**src/rtl/dma_desc_status.sv**
```systemverilog
module dma_desc_status #(
  parameter int NDESC = 4
) (
  input  logic               clk,
  input  logic               rst_n,
  input  logic               arm_we,
  input  logic [NDESC-1:0]   arm_mask,
  input  logic               ack_we,
  input  logic [NDESC-1:0]   ack_mask,
  input  logic [NDESC-1:0]   xfer_done,
  input  logic [NDESC-1:0]   xfer_err,
  input  logic [NDESC-1:0]   irq_en,
  output logic [2*NDESC-1:0] status,
  output logic [NDESC-1:0]   xfer_irq,
  output logic               irq_any
);

  logic [NDESC-1:0] free_q, fin_q;
  logic [NDESC-1:0] ends, arms, acks;

  assign ends = xfer_done | xfer_err;
  assign arms = arm_we ? arm_mask : '0;
  assign acks = ack_we ? ack_mask : '0;

  for (genvar i = 0; i < NDESC; i++) begin : g_desc
    always_ff @(posedge clk) begin
      if (!rst_n) begin
        free_q[i] <= 1'b1;
        fin_q[i]  <= 1'b0;
      end else if (ends[i]) begin
        free_q[i] <= 1'b1;
        fin_q[i]  <= 1'b1;
      end else begin
        if (arms[i]) free_q[i] <= 1'b0;
        if (arms[i] || acks[i]) fin_q[i] <= 1'b0;
      end
    end
  end

  assign status   = {fin_q, free_q};
  assign xfer_irq = fin_q & irq_en;
  assign irq_any  = |xfer_irq;

endmodule


```
**config.mk**
```make
export PLATFORM = sky130hd
export DESIGN_NAME = dma_desc_status
export DESIGN_NICKNAME = d
export VERILOG_FILES = /design/src/rtl/dma_desc_status.sv
export SDC_FILE = /design/constraint.sdc
export NUM_CORES = 1
export LEC_CHECK = 0
export BUFFER_PORTS_ARGS = -buffer_cell sky130_fd_sc_hd__buf_4
export CORE_AREA = 8 8 45 47
export CTS_CLUSTER_SIZE = 8
export DETAILED_ROUTE_END_ITERATION = 10
export DIE_AREA = 0 0 53 55
export GPL_ROUTABILITY_DRIVEN = 0
export GPL_TIMING_DRIVEN = 0
export MAX_ROUTING_LAYER = met4
export PLACE_DENSITY = 0.61
export SKIP_CTS_REPAIR_TIMING = 1
export SLEW_MARGIN = 25
export SYNTH_ARGS = -nofsm -noshare
export SYNTH_HDL_FRONTEND = slang
export SYNTH_SLANG_ARGS = --single-unit
```
**constraint.sdc**
```tcl
create_clock -name clk -period 2.82 [get_ports clk]
set_input_delay 0.423 -clock clk [delete_from_list [all_inputs] [get_ports clk]]
set_output_delay 0.423 -clock clk [all_outputs]
set_load 0.05 [all_outputs]
```
==> impl_metrics.ini <==
[status]
outcome = finished clean

[sta]
skew_ns = 0
rsz0062_at_grt = no
hold_violations = 0
holdWs_ns = 0.347
fin_ws_ns = 0.949
period_minus_slack_ns = 1.87
finalSetupViolCount = 0
worst_pin_slew_ns = 0.181
finalMaxSlewViolations = 0
fmax_mhz = 534
fin_setup_tns_ns = 0
fin_crit_sh_pct = 66.4
maxSlewHeadroom_pct = 87.9

[logic_synthesis]
syn_area_per_cell_um2 = 10.1
yosysWarnings = 0
synth_nets = 59
synth-xor-area-share_pct = 0
ys_ff_latch = 8
synthSimpleGateAreaFrac_pct = 19.5
synth.distinct_cells = 10
synthAdderAreaFrac_pct = 0
netlist_top_cells_area = dfxtp_1 45%, a2111o_1 13%, a41o_1 11%
synth_compound_area_share_pct = 32.6
yosysSeqAreaShare_pct = 45.4
syn_area_um2 = 353
synth_top_area_cell = dfxtp_1
synth_top_family_by_area = compound AO/OA/AOI/OAI gates
synthMuxAreaShare_pct = 0
syn_inst = 35
yosysTopAreaCellShare_pct = 45.4

[clock_tree]
clockBufferDepth = 2
cts_buffers = 3
clock_latency_ns = 0.26
cts.sink_count = 8
clkTransAtPathRegs_ns = 0.06
htreeDepth = 1
root_buffer = clkbuf_4
cts_tree = done

[drt]
wl_per_cell_um = 15.6
drt_wl_total_mm = 1.38
drc = 0
drt_iter0_drc = 3
ant_nets = 0
num_vias = 431
routed_via_density = 4.84
dr.pass1.iters = 4

[final_layout]
largest_register_ffs = 8
drive_gt1_share_pct = 57.5
area_growth_pct = 86.5
final.fill_count = 136
antennaDiodeCount = 0
multi_input_area_um2 = 184
register_area_um2 = 160
layout.nets = 99

[global_routing]
antenna_found_initial = 0
grt_pass1_vias = 455
grt_pass1_wl_mm = 2.08
grt_use_met1_pct = 10.4
grt_overflow = 0
gr-max-usage-layer = met2
grt.total_usage_pct = 10.3
use_met3_pct = 4.01
use_met2_pct = 14.8
grt_max_degree = 10

[power]
irDropWorstVdd_v = 0.000203
leakage_nw = 0.331
p_total_w = 0.000331
power_density_nw_per_um2 = 502

[floorplan]
die_w_um = 53
die_y_um = 55
ios = 37
fp.dieArea_um2 = 2920
start_util_pct = 25.5
placementRows = 14
core_um2 = 1380

[placed_design]
pre_cts_ws_ns = 1.01
numPortBuffers = 35

[worst_setup_path]
cp_max_fo = 3
path_class = reg -> out
worst_setup_path_start_kind = flip-flop
critPathCaptureType = output port
worstPathArrival_ns = 1.45
cp.required_ns = 2.40

[run]
maxCapViolations = 0

[min_path]
hold_path_class = in -> reg
## area by class of cell
class,count,area share [%]
Timing Repair Buffer,35,39.9
Multi-Input combinational cell,25,27.9
Sequential cell,8,24.3
Clock buffer,3,3.42
Tap cell,16,3.04
Buffer,1,0.760
Inverter,1,0.570
## cell usage in the layout, fill, tap and decap left out
cell type / synthesis / final
clkbuf_4: 0 / 3
buf_2: 1 / 1
a41o_1: 4 / 4
or4_4: 1 / 1
buf_4: 0 / 35
o21a_1: 4 / 4
and2_4: 1 / 1
and2_1: 3 / 3
nand2_1: 8 / 8
a2111o_1: 4 / 4
dfxtp_1: 8 / 8
inv_2: 1 / 1
## per-stage QoR
step | area, um^2 | util, % | std cells
after floorplan | 353 | - | 35
after global placement | 636 | 45.9 | 86
after detailed placement | 636 | 45.9 | 86
after CTS | 658 | 47.6 | 89
after global routing | 658 | 47.6 | 89
final | 658 | 47.6 | 89
## critical path, stage by stage, from the launching register on
cell and delay, ns:
dfxtp_1 0.33, and2_4 0.15, or4_4 0.51, buf_4 0.20
## where the power goes
part           switching (W)  leakage [nW]  internal, W  total [W]
Clock              0.0000430        0.0138    0.0000490  0.0000920
Sequential        0.00000461        0.0663     0.000120   0.000124
Combinational      0.0000662         0.251    0.0000480   0.000114
## routing by layer
metal | wire, um | up-vias
li1 | - | 212
met1 | 558 | 185
met2 | 561 | 29
met3 | 214 | 5
met4 | 48 | 0
met5 | 0 | -
## logic make-up (layout without fill, tap and decap cells)
logic type,count (synthesis),in the layout
AND/OR/NAND/NOR,13,13
AO/OA/AOI/OAI,12,12
flip-flops,8,8
buffers and inverters,2,40
## cells in the mapped netlist
cell type  instances
nand2_1            8
inv_2              1
or4_4              1
a41o_1             4
dfxtp_1            8
buf_2              1
a2111o_1           4
and2_1             3
and2_4             1
o21a_1             4
## final timing paths
kind	start	to	slack [ns]	cells after the start
min reg2reg	status[3]	status[3]	0.47	1
max reg2reg	status[0]	status[0]	2.05	1
min	xfer_err[3]	status[3]	0.35	2
max	status[6]	irq_any	0.95	3
Power figures use the tool's default switching activity.
